### src/rtl/nand_map_pkg.sv
package nand_map_pkg;
  typedef enum logic [1:0] {
    RG_DATA = 2'd0,
    RG_META = 2'd1,
    RG_ECC  = 2'd2,
    RG_MARK = 2'd3
  } region_e;

  typedef enum logic [2:0] {
    PH_IDLE, PH_META, PH_DATA, PH_ECC, PH_SPLIT_A, PH_MARK, PH_SPLIT_B, PH_ECC_END
  } phase_e;

  localparam int META_BYTES = 4;
  localparam int MARK_BYTES = 6;
  localparam int GF_ORDER   = 15;
  localparam int SPARE_ECC0 = MARK_BYTES + META_BYTES;
endpackage

### src/rtl/nml_geom.sv
module nml_geom #(
  parameter int PAGE_W = 12,
  parameter int STR_W  = 6
) (
  input  logic              clk,
  input  logic              rst_n,
  input  logic [PAGE_W-1:0] page_size,
  input  logic [PAGE_W-1:0] pkt_size,
  input  logic [STR_W-1:0]  strength,
  output logic [STR_W:0]    ecc_bytes,
  output logic              cfg_err,
  output logic [PAGE_W:0]   prot_first,
  output logic [PAGE_W-1:0] prot_rest
);
  import nand_map_pkg::*;
  localparam int PW = STR_W + 5;

  logic [PW-1:0]     bits_needed;
  logic [PW-1:0]     rounded;
  logic [PAGE_W-1:0] page_mod;

  assign bits_needed = PW'(strength) * PW'(GF_ORDER);
  assign rounded     = (bits_needed + PW'(7)) >> 3;
  assign ecc_bytes   = rounded[STR_W:0];
  assign page_mod    = (pkt_size != '0) ? (page_size % pkt_size) : '0;
  assign cfg_err     = (pkt_size == '0) || (strength == '0) || (page_mod != '0);
  assign prot_first  = {1'b0, pkt_size} + (PAGE_W+1)'(META_BYTES);
  assign prot_rest   = pkt_size;

  // ECC count is the smallest byte count that holds strength*15 bits
  assert_ecc_len_R2: assert property (@(posedge clk) disable iff (!rst_n)
    (strength != '0) |-> ((PW'(ecc_bytes) << 3) >= bits_needed) &&
                         ((PW'(ecc_bytes - 1'b1) << 3) < bits_needed));
endmodule

### src/rtl/nml_seq.sv
module nml_seq #(
  parameter int PAGE_W = 12,
  parameter int STR_W  = 6
) (
  input  logic              clk,
  input  logic              rst_n,
  input  logic [PAGE_W-1:0] page_size,
  input  logic [PAGE_W-1:0] pkt_size,
  input  logic [STR_W:0]    ecc_bytes,
  input  logic              cfg_err,
  input  logic              start,
  output logic              out_valid,
  input  logic              out_ready,
  output logic [1:0]        out_region,
  output logic [PAGE_W:0]   out_index,
  output logic [PAGE_W-1:0] out_pkt,
  output logic              busy,
  output logic              done
);
  import nand_map_pkg::*;
  localparam int IDX_W = PAGE_W + 1;
  localparam int POS_W = PAGE_W + 2;

  phase_e            phase;
  logic [PAGE_W-1:0] cnt, len, rem, rem_after;
  logic [POS_W-1:0]  pos, pos_nxt;
  logic [IDX_W-1:0]  didx, eidx;
  logic [PAGE_W-1:0] pktn;
  logic              beat, last;
  region_e           region;

  function automatic phase_e pick(input logic [PAGE_W-1:0] r, input logic [PAGE_W-1:0] p);
    if (r > p)        return PH_DATA;
    else if (r != '0) return PH_SPLIT_A;
    else              return PH_MARK;
  endfunction

  always_comb begin
    unique case (phase)
      PH_META:             len = PAGE_W'(META_BYTES);
      PH_DATA:             len = pkt_size;
      PH_ECC, PH_ECC_END:  len = PAGE_W'(ecc_bytes);
      PH_SPLIT_A:          len = rem;
      PH_MARK:             len = PAGE_W'(MARK_BYTES);
      PH_SPLIT_B:          len = pkt_size - rem;
      default:             len = PAGE_W'(1);
    endcase
    unique case (phase)
      PH_META:            region = RG_META;
      PH_ECC, PH_ECC_END: region = RG_ECC;
      PH_MARK:            region = RG_MARK;
      default:            region = RG_DATA;
    endcase
  end

  assign busy      = (phase != PH_IDLE);
  assign out_valid = busy;
  assign beat      = out_valid && out_ready;
  assign last      = beat && (cnt == len - 1'b1);
  assign pos_nxt   = pos + 1'b1;
  assign rem_after = (pos_nxt >= POS_W'(page_size)) ? '0 : PAGE_W'(POS_W'(page_size) - pos_nxt);
  assign out_region = region;
  assign out_pkt    = pktn;

  always_comb begin
    unique case (region)
      RG_META: out_index = IDX_W'(MARK_BYTES) + IDX_W'(cnt);
      RG_MARK: out_index = IDX_W'(cnt);
      RG_ECC:  out_index = eidx;
      default: out_index = didx;
    endcase
  end

  always_ff @(posedge clk or negedge rst_n) begin
    if (!rst_n) begin
      phase <= PH_IDLE;
      cnt   <= '0;
      pos   <= '0;
      rem   <= '0;
      didx  <= '0;
      eidx  <= '0;
      pktn  <= '0;
      done  <= 1'b0;
    end else begin
      done <= 1'b0;
      if (phase == PH_IDLE) begin
        if (start && !cfg_err) begin
          phase <= PH_META;
          cnt   <= '0;
          pos   <= '0;
          rem   <= page_size;
          didx  <= '0;
          eidx  <= IDX_W'(SPARE_ECC0);
          pktn  <= '0;
        end
      end else if (beat) begin
        pos <= pos_nxt;
        cnt <= last ? '0 : cnt + 1'b1;
        if (region == RG_DATA) didx <= didx + 1'b1;
        if (region == RG_ECC)  eidx <= eidx + 1'b1;
        if (last) begin
          unique case (phase)
            PH_META:    phase <= pick(rem, pkt_size);
            PH_DATA:    phase <= PH_ECC;
            PH_ECC: begin
              rem   <= rem_after;
              pktn  <= pktn + 1'b1;
              phase <= pick(rem_after, pkt_size);
            end
            PH_SPLIT_A: phase <= PH_MARK;
            PH_MARK:    phase <= (pkt_size != rem) ? PH_SPLIT_B : PH_ECC_END;
            PH_SPLIT_B: phase <= PH_ECC_END;
            default: begin
              phase <= PH_IDLE;
              done  <= 1'b1;
            end
          endcase
        end
      end
    end
  end

  // a stalled descriptor is held unchanged
  assert_stall_hold_R5: assert property (@(posedge clk) disable iff (!rst_n)
    (out_valid && !out_ready) |=> (out_valid && $stable(out_region) && $stable(out_index) && $stable(out_pkt)));
  // done is a single-cycle pulse following a consumed ECC byte
  assert_done_pulse_R6: assert property (@(posedge clk) disable iff (!rst_n)
    done |=> !done);
  assert_done_after_ecc_R6: assert property (@(posedge clk) disable iff (!rst_n)
    $rose(done) |-> $past(out_valid && out_ready && out_region == 2'd2) && !busy);
  // every walk opens on metadata index 6
  assert_meta_first_R1: assert property (@(posedge clk) disable iff (!rst_n)
    $rose(busy) |-> (out_region == 2'd1 && out_index == IDX_W'(6)));
  // marker indices stay inside the 6-byte field
  assert_mark_range_R3: assert property (@(posedge clk) disable iff (!rst_n)
    (out_valid && out_region == 2'd3) |-> (out_index < IDX_W'(MARK_BYTES)));
  // a bad configuration never launches a walk
  assert_err_blocks_R8: assert property (@(posedge clk) disable iff (!rst_n)
    (!busy && start && cfg_err) |=> !busy);
endmodule

### src/rtl/nand_layout_mapper.sv
module nand_layout_mapper #(
  parameter int PAGE_W = 12,
  parameter int STR_W  = 6
) (
  input  logic              clk,
  input  logic              rst_n,
  input  logic [PAGE_W-1:0] cfg_page_size,
  input  logic [PAGE_W-1:0] cfg_pkt_size,
  input  logic [STR_W-1:0]  cfg_strength,
  input  logic              start,
  output logic              out_valid,
  input  logic              out_ready,
  output logic [1:0]        out_region,
  output logic [PAGE_W:0]   out_index,
  output logic [PAGE_W-1:0] out_pkt,
  output logic              busy,
  output logic              done,
  output logic              cfg_err,
  output logic [STR_W:0]    ecc_bytes,
  output logic [PAGE_W:0]   prot_first,
  output logic [PAGE_W-1:0] prot_rest
);
  nml_geom #(.PAGE_W(PAGE_W), .STR_W(STR_W)) u_geom (
    .clk(clk), .rst_n(rst_n),
    .page_size(cfg_page_size), .pkt_size(cfg_pkt_size), .strength(cfg_strength),
    .ecc_bytes(ecc_bytes), .cfg_err(cfg_err),
    .prot_first(prot_first), .prot_rest(prot_rest)
  );

  nml_seq #(.PAGE_W(PAGE_W), .STR_W(STR_W)) u_seq (
    .clk(clk), .rst_n(rst_n),
    .page_size(cfg_page_size), .pkt_size(cfg_pkt_size),
    .ecc_bytes(ecc_bytes), .cfg_err(cfg_err), .start(start),
    .out_valid(out_valid), .out_ready(out_ready),
    .out_region(out_region), .out_index(out_index), .out_pkt(out_pkt),
    .busy(busy), .done(done)
  );
endmodule

### config.mk
export PLATFORM = sky130hd
export DESIGN_NAME = nand_layout_mapper
export DESIGN_NICKNAME = d
export VERILOG_FILES = /design/src/rtl/nand_map_pkg.sv /design/src/rtl/nml_geom.sv /design/src/rtl/nml_seq.sv /design/src/rtl/nand_layout_mapper.sv
export SDC_FILE = /design/constraint.sdc
export NUM_CORES = 1
export LEC_CHECK = 0
export BUFFER_PORTS_ARGS = -buffer_cell sky130_fd_sc_hd__buf_2
export CAP_MARGIN = 10
export CORE_ASPECT_RATIO = 2
export CORE_MARGIN = 2
export CORE_UTILIZATION = 42
export CTS_BUF_LIST = sky130_fd_sc_hd__clkbuf_16
export CTS_CLUSTER_SIZE = 16
export DETAILED_ROUTE_END_ITERATION = 7
export SETUP_SLACK_MARGIN = 0.2
export SLEW_MARGIN = 30
export SYNTH_ARGS = -nofsm -noshare
export SYNTH_HDL_FRONTEND = slang
export SYNTH_SLANG_ARGS = --single-unit
### constraint.sdc
create_clock -name clk -period 80.9 [get_ports clk]
set_input_delay 16.18 -clock clk [delete_from_list [all_inputs] [get_ports clk]]
set_output_delay 16.18 -clock clk [all_outputs]
set_load 0.05 [all_outputs]
==> results of run 1 <==
[how the worst max path moves through the flow]
| stage | slack, ns | endpoint | cells after the start | from |
|---|---|---|---|---|
| 2_1_floorplan | 30.19 | cfg_err | 82 | cfg_pkt_size[2] |
| 3_3_place_gp | 27.67 | cfg_err | 81 | cfg_pkt_size[2] |
| 3_5_place_dp | 27.60 | cfg_err | 82 | cfg_pkt_size[2] |
| 4_1_cts | 27.52 | cfg_err | 82 | cfg_pkt_size[2] |
| 5_1_grt | 25.50 | cfg_err | 83 | cfg_pkt_size[3] |
| 6_report | 27.12 | cfg_err | 82 | cfg_pkt_size[2] |
[layer usage]
metal | vias up | global-route usage [%] | routed length, um
met1 | 6337 | 26.62 | 15680
met5 | - | 0 | 0
met3 | 190 | 2.837 | 1545
met4 | 0 | 22.79 | 4289
li1 | 6288 | - | -
met2 | 398 | 56.70 | 26040
[kinds of logic after synthesis]
kind of cell             share of synthesized area, %
flip-flops                                      15.47
XOR/XNOR                                        8.326
buffers and inverters                           6.005
AO/OA/AOI/OAI                                   24.27
adder cells (fa/ha/maj)                         17.27
multiplexers                                    4.613
AND/OR/NAND/NOR                                 24.04
[worst max-delay path: cells and delay by family]
family          cells  cell delay, ns
compound gates     37           10.91
buf+inv            11            2.26
mux                 2            0.53
fa+ha+maj          12            4.07
simple gates       20            3.62
[synth_stat cells (19+ instances only)]
| cell | count | area share, % |
|---|---|---|
| sky130_fd_sc_hd__inv_1 | 100 | 2.9 |
| sky130_fd_sc_hd__o21ai_0 | 85 | 3.3 |
| sky130_fd_sc_hd__a21o_1 | 37 | 2.1 |
| sky130_fd_sc_hd__xor2_1 | 55 | 3.7 |
| sky130_fd_sc_hd__nor2_1 | 164 | 4.8 |
| sky130_fd_sc_hd__nor3_1 | 63 | 2.4 |
| sky130_fd_sc_hd__ha_1 | 161 | 16 |
| sky130_fd_sc_hd__a21oi_1 | 104 | 4.0 |
| sky130_fd_sc_hd__o21a_1 | 30 | 1.7 |
| sky130_fd_sc_hd__a211oi_1 | 22 | 1.3 |
| sky130_fd_sc_hd__nand3_1 | 54 | 2.1 |
| sky130_fd_sc_hd__o22ai_1 | 20 | 0.97 |
| sky130_fd_sc_hd__or3_1 | 19 | 0.92 |
| sky130_fd_sc_hd__xnor2_1 | 68 | 4.6 |
| sky130_fd_sc_hd__clkbuf_1 | 45 | 1.3 |
| sky130_fd_sc_hd__dfrtp_1 | 80 | 15 |
| sky130_fd_sc_hd__o211ai_1 | 26 | 1.5 |
| sky130_fd_sc_hd__mux2i_1 | 36 | 2.8 |
| sky130_fd_sc_hd__nand4_1 | 32 | 1.5 |
| sky130_fd_sc_hd__and3_1 | 23 | 1.1 |
| sky130_fd_sc_hd__nor2b_1 | 20 | 0.97 |
| sky130_fd_sc_hd__nand2_1 | 129 | 3.7 |
| sky130_fd_sc_hd__nand2b_1 | 24 | 1.2 |
[area by class of cell]
type / count / area [um^2]
Clock buffer: 9 / 225.2
Inverter: 101 / 379.1
Tap cell: 368 / 460.4
Fill cell: 3118 / 16350
Clock inverter: 7 / 78.83
Multi-Input combinational cell: 1429 / 10170
Timing Repair Buffer: 115 / 625.6
Sequential cell: 80 / 2002
[power groups by stage]
stage | clock network [mW] | registers [mW] | logic (mW)
2_1_floorplan | 0 | 0.0427 | 0.0858
3_3_place_gp | 0 | 0.0433 | 0.117
3_5_place_dp | 0 | 0.0434 | 0.117
4_1_cts | 0.0437 | 0.0426 | 0.118
5_1_grt | 0.0449 | 0.0427 | 0.129
6_report | 0.0427 | 0.0426 | 0.119
[per-stage QoR]
step | cell area [um^2] | hold slack, ns | util (%) | setup slack [ns] | total power, mW
after global routing | 13940 | 0.5510 | 46.03 | 25.50 | 0.2168
after detailed placement | 13640 | 0.5011 | 45.02 | 27.60 | 0.1607
after floorplan | 12940 | 0.4712 | - | 30.19 | 0.1286
after global placement | 13630 | 0.4913 | 45.00 | 27.67 | 0.1606
final | 13940 | 0.5010 | 46.03 | 27.12 | 0.2041
after CTS | 13940 | 0.5089 | 46.03 | 27.52 | 0.2042
[registers in the layout (all words and copies together), names as in the netlist]
register,flops
u_seq.cnt,12
u_seq.didx,13
u_seq.done,1
u_seq.eidx,13
u_seq.out_pkt,12
u_seq.phase,3
u_seq.pos,14
u_seq.rem,12
==> results.json, run 1 <==
{
  "min_to": "u_seq.pos[13]",
  "worst_ir_drop_vdd_uv": 11.32,
  "worst-r2r-setup-slack_ns": 75.26,
  "placement_rows": 90,
  "worst_ep_required_ns": 64.72,
  "cts_buf_count": 9,
  "synth_seq_area_share_pct": 15.47,
  "netlist_instances": 1687,
  "grt_pass1_vias": 13147,
  "worst-slew-pin-transition_ns": 0.9701,
  "antenna_cells": 0,
  "post_drt_via_cell_ratio": 6.265,
  "flip_flop_and_latch_count_after_synthesis": 80,
  "internal-power_uw": 106.6,
  "critPathMaxFanout": 19,
  "status": "complete, no violations",
  "hold_depth": 1,
  "rsz_0062_raised_after_global_routing": "no",
  "clock_tree.htree_level_count": 3,
  "final_cell_mix": "164 x sky130_fd_sc_hd__nor2_1, 161 x sky130_fd_sc_hd__ha_1, 129 x sky130_fd_sc_hd__nand2_1",
  "place_inst": 2093,
  "start_util_pct": 42.71,
  "wl_per_cell_um": 22.55,
  "grt-ovfl-total": 0,
  "detailedRoute.firstIterationViolations": 711,
  "share_clk_of_total_power_pct": 20.9,
  "antenna_violating_nets_post_route": 0,
  "power_per_cell_area_nw_per_um2": 14.64,
  "power_frac_seq_pct": 20.9,
  "drive_above_1_share_pct": 10.40,
  "layout_min_cycle_time_ns": 53.78,
  "hold_class": "reg -> reg",
  "drcViolationCount": 0,
  "switching_share_pct": 47.79,
  "areaGrowthSynthToFinish_pct": 7.765,
  "layout.cells.most_common": "sky130_fd_sc_hd__nor2_1",
  "postSynthAreaPerCell_um2": 7.670,
  "timing.rr.end": "u_seq.phase[0]",
  "portBuffers": 96,
  "floorplan.die_area_um2": 32310,
  "netlist_area_um2": 12940,
  "synth_enable_flop_cells": 0,
  "hp-start": "u_seq.pos[13]",
  "clk_transition_reported_paths_ns": 0.07,
  "timing.rr.start": "u_seq.pos[0]",
  "pin_count_of_the_biggest_net_entering_global_routing": 65,
  "synth.distinct_cells": 91,
  "detailroute.via_count": 13213,
  "timing.final.max_slew_violations": 0,
  "fmax_mhz": 18.60,
  "combinationalPowerShare_pct": 58.2,
  "fin_cells": 2109,
  "cp_slowest_stage_delay_ns": 0.75,
  "fin_tns_setup_ns": 0,
  "postSynth.asyncResetShare_pct": 100.0,
  "wl_um": 47560,
  "drt-pass1-iter-count": 5,
  "timing.final.crit_share_pct": 66.47,
  "synthesis.yosys.warnings": 0,
  "timing_worst_setup_path_type": "in -> out",
  "critical_path.endpoint_type": "primary output",
  "post_cts_resized": 0,
  "antenna_found_initial": 0,
  "synth.net_count": 1893,
  "crit_top_cell": "sky130_fd_sc_hd__ha_1",
  "maxCapViolCount": 0,
  "total_leakage_power_nw": 6.506,
  "skew_final_ns": 0.01164,
  "design.portCount": 97,
  "wire_length_of_the_first_global_routing_pass_um": 72480,
  "finalWeightedCongestion": 0.9836,
  "grt.total_usage_pct": 29.07,
  "slew_headroom_pct": 35.33,
  "fin_nets": 1942,
  "net_switching_power_uw": 97.56,
  "final_report_hold_violation_count": 0,
  "worst_setup_path_start_kind": "primary input",
  "number_of_setup_buffers_added_after_cts": 0,
  "clock-root-buffer": "sky130_fd_sc_hd__clkbuf_16",
  "cts_sinks": 80,
  "core_area_um2": 30290,
  "clk_path_buf_depth": 2,
  "ff2ff_path_depth": 26,
  "worst_ep_arrival_time_ns": 37.60,
  "critical-path-slowest-cell": "sky130_fd_sc_hd__a221oi_1",
  "chipWidth_um": 128.1,
  "post-dp-hpwl_um": 38660,
  "die_height_um": 252.2,
  "synth_top_flop_cell": "sky130_fd_sc_hd__dfrtp_1",
  "clock_latency_ns": 0.36,
  "cts_tree": "built",
  "setup_viol_count_final": 0,
  "post_cts_hold_buffer_count": 0
}
Power figures use the tool's default switching activity.
==> run 2, diff against run 1 <==
clock period = 50.1 ns   (was 80.9 ns; I/O delays follow)
==> run 2 against run 1 <==
  * Register-to-register slack worse by 31 ns
  * Via count is 1.1% higher
  * First-iteration DRC count is 35% higher
  * Highest routed layer unchanged
==> results.json, run 2 (synthesis gave the netlist of run 1 again) <==
{
  "areaGrowthSynthToFinish_pct": 8.133,
  "final_cell_mix": "164 x sky130_fd_sc_hd__nor2_1, 161 x sky130_fd_sc_hd__ha_1, 129 x sky130_fd_sc_hd__nand2_1",
  "drt-pass1-iter-count": 6,
  "critical_path.endpoint_type": "primary output",
  "fin_tns_setup_ns": 0,
  "clk_transition_reported_paths_ns": 0.07,
  "cts_buf_count": 9,
  "skew_final_ns": 0.007024,
  "post-layout-total-power_uw": 333.9,
  "fmax_mhz": 24.03,
  "wl_um": 47900,
  "post-dp-hpwl_um": 39100,
  "clock-root-buffer": "sky130_fd_sc_hd__clkbuf_16",
  "leading_registers_by_flop_count": "u_seq.pos: 14 flops, u_seq.didx: 13 flops, u_seq.eidx: 13 flops",
  "grt.total_usage_pct": 29.73,
  "portBuffers": 96,
  "grt_pass1_vias": 13686,
  "net_switching_power_uw": 160.9,
  "timing.critical_path.max_delay_family": "compound AO/OA/AOI/OAI gates",
  "worst_ep_arrival_time_ns": 31.60,
  "detailedRoute.firstIterationViolations": 960,
  "antenna_cells": 0,
  "layout_setup_ws_ns": 8.484,
  "switching_share_pct": 48.19,
  "largest-register": "u_seq.pos",
  "chipWidth_um": 128.1,
  "fin_nets": 1945,
  "internal-power_uw": 173.0,
  "grt-ovfl-total": 0,
  "worst_ir_drop_vdd_uv": 14.53,
  "final_report_hold_violation_count": 0,
  "wire_length_of_the_first_global_routing_pass_um": 74350,
  "core_area_um2": 30290,
  "n_fill_cell": 3072,
  "power_frac_seq_pct": 20.6,
  "rsz_0062_raised_after_global_routing": "no",
  "combinationalPowerShare_pct": 58.1,
  "post_drt_via_cell_ratio": 6.322,
  "place_worst_setup_slack_ns": 8.807,
  "drive_above_1_share_pct": 10.61,
  "clock_latency_ns": 0.36,
  "timing.rr.start": "u_seq.pos[0]",
  "post_cts_resized": 0,
  "critical_path.n_buffers_inverters": 9,
  "cts_tree": "built",
  "maxCapViolCount": 0,
  "timing_worst_setup_path_type": "in -> out",
  "status": "complete, no violations",
  "hp-start": "u_seq.pos[13]",
  "largest_register_ffs": 14,
  "number_of_setup_buffers_added_after_cts": 0,
  "floorplan.die_area_um2": 32310,
  "slew_headroom_pct": 36.86,
  "total_leakage_power_nw": 6.532,
  "critPathMaxFanout": 19,
  "post_cts_hold_buffer_count": 0,
  "layout.cells.most_common": "sky130_fd_sc_hd__nor2_1",
  "crit_top_cell": "sky130_fd_sc_hd__ha_1",
  "die_height_um": 252.2,
  "fin_cells": 2112,
  "worst_setup_path_start_kind": "primary input",
  "place_inst": 2095,
  "layout_min_cycle_time_ns": 41.62,
  "antenna_found_initial": 0,
  "setup_viol_count_final": 0,
  "cts_sinks": 80,
  "post-route-util_pct": 46.19,
  "worst_ep_required_ns": 40.08,
  "detailroute.via_count": 13353,
  "clock_tree.htree_level_count": 3,
  "hold_class": "reg -> reg",
  "start_util_pct": 42.71,
  "wl_per_cell_um": 22.68,
  "worst-slew-pin-transition_ns": 0.9471,
  "drcViolationCount": 0,
  "finalWeightedCongestion": 0.9771,
  "timing.final.crit_share_pct": 83.07,
  "worstSetupStartpoint": "cfg_pkt_size[2]",
  "placement_rows": 90,
  "critical-path-slowest-cell": "sky130_fd_sc_hd__a221oi_1",
  "power_per_cell_area_nw_per_um2": 23.87,
  "antenna_violating_nets_post_route": 0,
  "clk_path_buf_depth": 2,
  "design.portCount": 97,
  "pin_count_of_the_biggest_net_entering_global_routing": 68,
  "timing.final.max_slew_violations": 0,
  "cp_slowest_stage_delay_ns": 0.82,
  "share_clk_of_total_power_pct": 21.3
}
run 2: cell count changes in the layout (fill, tap and decap cells not counted):
cell	change
sky130_fd_sc_hd__clkinv_4	-1
sky130_fd_sc_hd__buf_4	+2
sky130_fd_sc_hd__inv_6	+2
sky130_fd_sc_hd__buf_16	+1
sky130_fd_sc_hd__clkinv_1	-1
run 2: metrics by stage:
step                      instance area [um^2]  hold slack, ns
after global routing                     13990          0.5578
after CTS                                13960          0.5200
after detailed placement                 13650          0.5065
final                                    13990          0.5254
after floorplan                          12940          0.4712
after global placement                   13650          0.4902
run 2: worst register-to-register path: stages (launching register included):
cell and delay [ns]:
sky130_fd_sc_hd__dfrtp_1 0.51, sky130_fd_sc_hd__ha_1 0.28, sky130_fd_sc_hd__and3_1 0.22, sky130_fd_sc_hd__nand3_1 0.20, sky130_fd_sc_hd__nor2b_1 0.22, sky130_fd_sc_hd__nand2_1 0.09, sky130_fd_sc_hd__xor2_1 0.29, sky130_fd_sc_hd__inv_1 0.08
sky130_fd_sc_hd__ha_1 0.34, sky130_fd_sc_hd__a21oi_1 0.15, sky130_fd_sc_hd__nor2_1 0.05, sky130_fd_sc_hd__nor2_1 0.08, sky130_fd_sc_hd__o2111ai_1 0.10, sky130_fd_sc_hd__buf_4 0.22, sky130_fd_sc_hd__nor2_1 0.20, sky130_fd_sc_hd__ha_1 0.28
sky130_fd_sc_hd__a21o_1 0.16, sky130_fd_sc_hd__a21o_1 0.17, sky130_fd_sc_hd__a21oi_1 0.15, sky130_fd_sc_hd__nor2_1 0.05, sky130_fd_sc_hd__a2111oi_1 0.70, sky130_fd_sc_hd__nor2_1 0.08, sky130_fd_sc_hd__nor3_1 0.24, sky130_fd_sc_hd__and4_1 0.23
sky130_fd_sc_hd__o2111ai_1 0.11, sky130_fd_sc_hd__o31ai_1 0.25, sky130_fd_sc_hd__mux2_2 0.19
run 2: final cells by class:
class	count	area, um^2	area share, %
clock buffer	9	225.2	1.610
clock inverter	7	83.83	0.5992
inverter	101	379.1	2.710
multi-input combinational	1429	10170	72.71
sequential	80	2002	14.31
tap	368	460.4	3.291
timing repair buffer	118	668.1	4.776
run 2: worst paths after layout:
| check | endpoint | slack [ns] | depth (start not counted) |
|---|---|---|---|
| worst max-delay path | cfg_err | 8.48 | 80 |
| worst min-delay path | u_seq.pos[13] | 0.53 | 1 |
| worst max register to register | u_seq.phase[0] | 44.41 | 26 |
| worst min register to register | u_seq.pos[13] | 0.53 | 1 |
| max in group asynchronous | u_seq.out_pkt[6] | 39.71 | 3 |
| min in group asynchronous | u_seq.cnt[5] | 9.51 | 1 |
run 2: power by group through the flow:
stage	clock (mW)	sequential [mW]	combinational [mW]
after floorplan	0	0.0690	0.139
after global placement	0	0.0700	0.190
after detailed placement	0	0.0701	0.191
after CTS	0.0716	0.0689	0.192
after global routing	0.0742	0.0692	0.211
final	0.0710	0.0689	0.194
run 2: per-layer routing:
layer  part of all wire, %  routed length (um)  track usage [%]  up-vias
met1                    33               15630            27.43     6398
li1                      -                   -                -     6294
met3                   3.4                1652            2.244      210
met5                     0                   0                0        -
met4                   9.7                4630            24.14        0
met2                    54               25990            57.82      451
==> run 3, diff against run 2 <==
clock period = 40.6 ns   (was 50.1 ns; I/O delays follow)
==> run 3 against run 2 <==
  * Global-route usage shrank 0.69 points
  * Critical path depth is the same
  * Sequential share of layout area is essentially flat
  * Worst setup slack lost 6.1 ns
  * Die area is the same
  * Largest power group unchanged
==> results.json, run 3 (synthesis gave the netlist of run 1 again) <==
{
  "worst_setup_path_start_kind": "primary input",
  "layout_min_cycle_time_ns": 38.19,
  "worst_ir_drop_vdd_uv": 19.02,
  "cts_buf_count": 9,
  "worst-r2r-setup-slack_ns": 34.91,
  "maxCapViolCount": 0,
  "crit_top_cell": "sky130_fd_sc_hd__ha_1",
  "chipWidth_um": 128.1,
  "drcViolationCount": 0,
  "rsz_0062_raised_after_global_routing": "no",
  "largest_register_ffs": 14,
  "cts_sinks": 80,
  "post-dp-hpwl_um": 38450,
  "layout_setup_ws_ns": 2.414,
  "timing.final.crit_share_pct": 94.05,
  "ff2ff_path_depth": 24,
  "hold_class": "reg -> reg",
  "die_height_um": 252.2,
  "portBuffers": 96,
  "drive_above_1_share_pct": 10.29,
  "finalWeightedCongestion": 0.9843,
  "wire_length_of_the_first_global_routing_pass_um": 72740,
  "worstSetupStartpoint": "cfg_pkt_size[0]",
  "total_leakage_power_nw": 6.511,
  "drt-pass1-iter-count": 5,
  "wl_um": 47350,
  "critPathMaxFanout": 19,
  "hold_depth": 1,
  "core_area_um2": 30290,
  "fin_nets": 1941,
  "seqCellArea_um2": 2002,
  "final_cell_mix": "164 x sky130_fd_sc_hd__nor2_1, 161 x sky130_fd_sc_hd__ha_1, 129 x sky130_fd_sc_hd__nand2_1",
  "layout.cells.most_common": "sky130_fd_sc_hd__nor2_1",
  "floorplan.die_area_um2": 32310,
  "clk_transition_reported_paths_ns": 0.06,
  "placement_rows": 90,
  "grt_pass1_vias": 13328,
  "grt.total_usage_pct": 29.04,
  "detailedRoute.firstIterationViolations": 747,
  "fmax_mhz": 26.19,
  "clock-root-buffer": "sky130_fd_sc_hd__clkbuf_16",
  "clk_path_buf_depth": 2,
  "post_cts_hold_buffer_count": 0,
  "status": "complete, no violations",
  "critical-path-slowest-cell": "sky130_fd_sc_hd__a221oi_1",
  "power_per_cell_area_nw_per_um2": 29.48,
  "leading_registers_by_flop_count": "u_seq.pos: 14 flops, u_seq.didx: 13 flops, u_seq.eidx: 13 flops",
  "place_worst_setup_slack_ns": 2.685,
  "timing.rr.end": "u_seq.phase[0]",
  "area_occupied_by_multi_input_gates_um2": 10170,
  "n_fill_cell": 3080,
  "final_report_hold_violation_count": 0,
  "timing_worst_setup_path_type": "in -> out",
  "worst_ep_arrival_time_ns": 30.07,
  "antenna_found_initial": 0,
  "start_util_pct": 42.71,
  "worst-slew-pin-transition_ns": 0.9372,
  "wl_per_cell_um": 22.46,
  "largest-register": "u_seq.pos",
  "number_of_setup_buffers_added_after_cts": 0,
  "post_cts_resized": 0,
  "timing.final.max_slew_violations": 0,
  "slew_headroom_pct": 37.37,
  "critical_path.endpoint_type": "primary output",
  "detailroute.via_count": 13118,
  "antenna_violating_nets_post_route": 0,
  "grt-ovfl-total": 0,
  "design.portCount": 97,
  "pin_count_of_the_biggest_net_entering_global_routing": 70,
  "areaGrowthSynthToFinish_pct": 7.804,
  "post_drt_via_cell_ratio": 6.223,
  "worst_ep_required_ns": 32.48,
  "fin_tns_setup_ns": 0,
  "timing.critical_path.to": "cfg_err",
  "clock_latency_ns": 0.36,
  "cts_tree": "built",
  "setup_viol_count_final": 0,
  "timing.rr.start": "u_seq.pos[0]",
  "antenna_cells": 0,
  "skew_final_ns": 0.01079,
  "cp_slowest_stage_delay_ns": 0.83,
  "clock_tree.htree_level_count": 3
}
-- run 3: metrics by stage --
step                hold WS [ns]  instances  util (%)  power (mW)  area [um^2]
floorplan                 0.4712       1687         -      0.2562        12940
global placement          0.4910       2091     44.95      0.3205        13620
detailed placement        0.5067       2091     44.98      0.3207        13630
CTS                       0.5235       2107     46.01      0.4103        13940
global route              0.5403       2108     46.05      0.4351        13950
finish                    0.5166       2108     46.05      0.4112        13950
-- run 3: final cells by class --
class                      instances  area share [%]
timing repair buffer             114           4.440
inverter                         101           2.718
clock inverter                     7          0.6279
clock buffer                       9           1.615
tap                              368           3.301
sequential                        80           14.35
multi-input combinational       1429           72.95
-- run 3: layer usage --
metal / routed length, um / vias to the layer above / track usage (%) / share of wire (%)
met5: 0 / - / 0 / 0
met4: 3802 / 0 / 20.91 / 8.0
met3: 1653 / 169 / 2.583 / 3.5
met2: 26400 / 430 / 58.01 / 56
met1: 15490 / 6238 / 26.35 / 33
li1: - / 6281 / - / -
-- run 3: worst min path at each step --
stage | start | end | slack [ns]
global placement | u_seq.pos[13] | u_seq.pos[13] | 0.49
floorplan | u_seq.pos[13] | u_seq.pos[13] | 0.47
finish | u_seq.pos[13] | u_seq.pos[13] | 0.52
CTS | u_seq.pos[13] | u_seq.pos[13] | 0.52
detailed placement | u_seq.pos[13] | u_seq.pos[13] | 0.51
global route | u_seq.pos[13] | u_seq.pos[13] | 0.54
-- run 3: critical path, delay by kind of cell --
family          cells  cell delay, ns
compound gates     36           10.84
fa+ha+maj          12            3.92
buf+inv            10            2.06
mux                 3            0.94
simple gates       19            4.11
-- run 3: report_power, final --
part	leakage [nW]	internal (mW)	switching (mW)
sequential	1.06	0.0816	0.00337
combinational	5.30	0.0828	0.155
clock	0.156	0.0535	0.0352
total	6.51	0.218	0.193
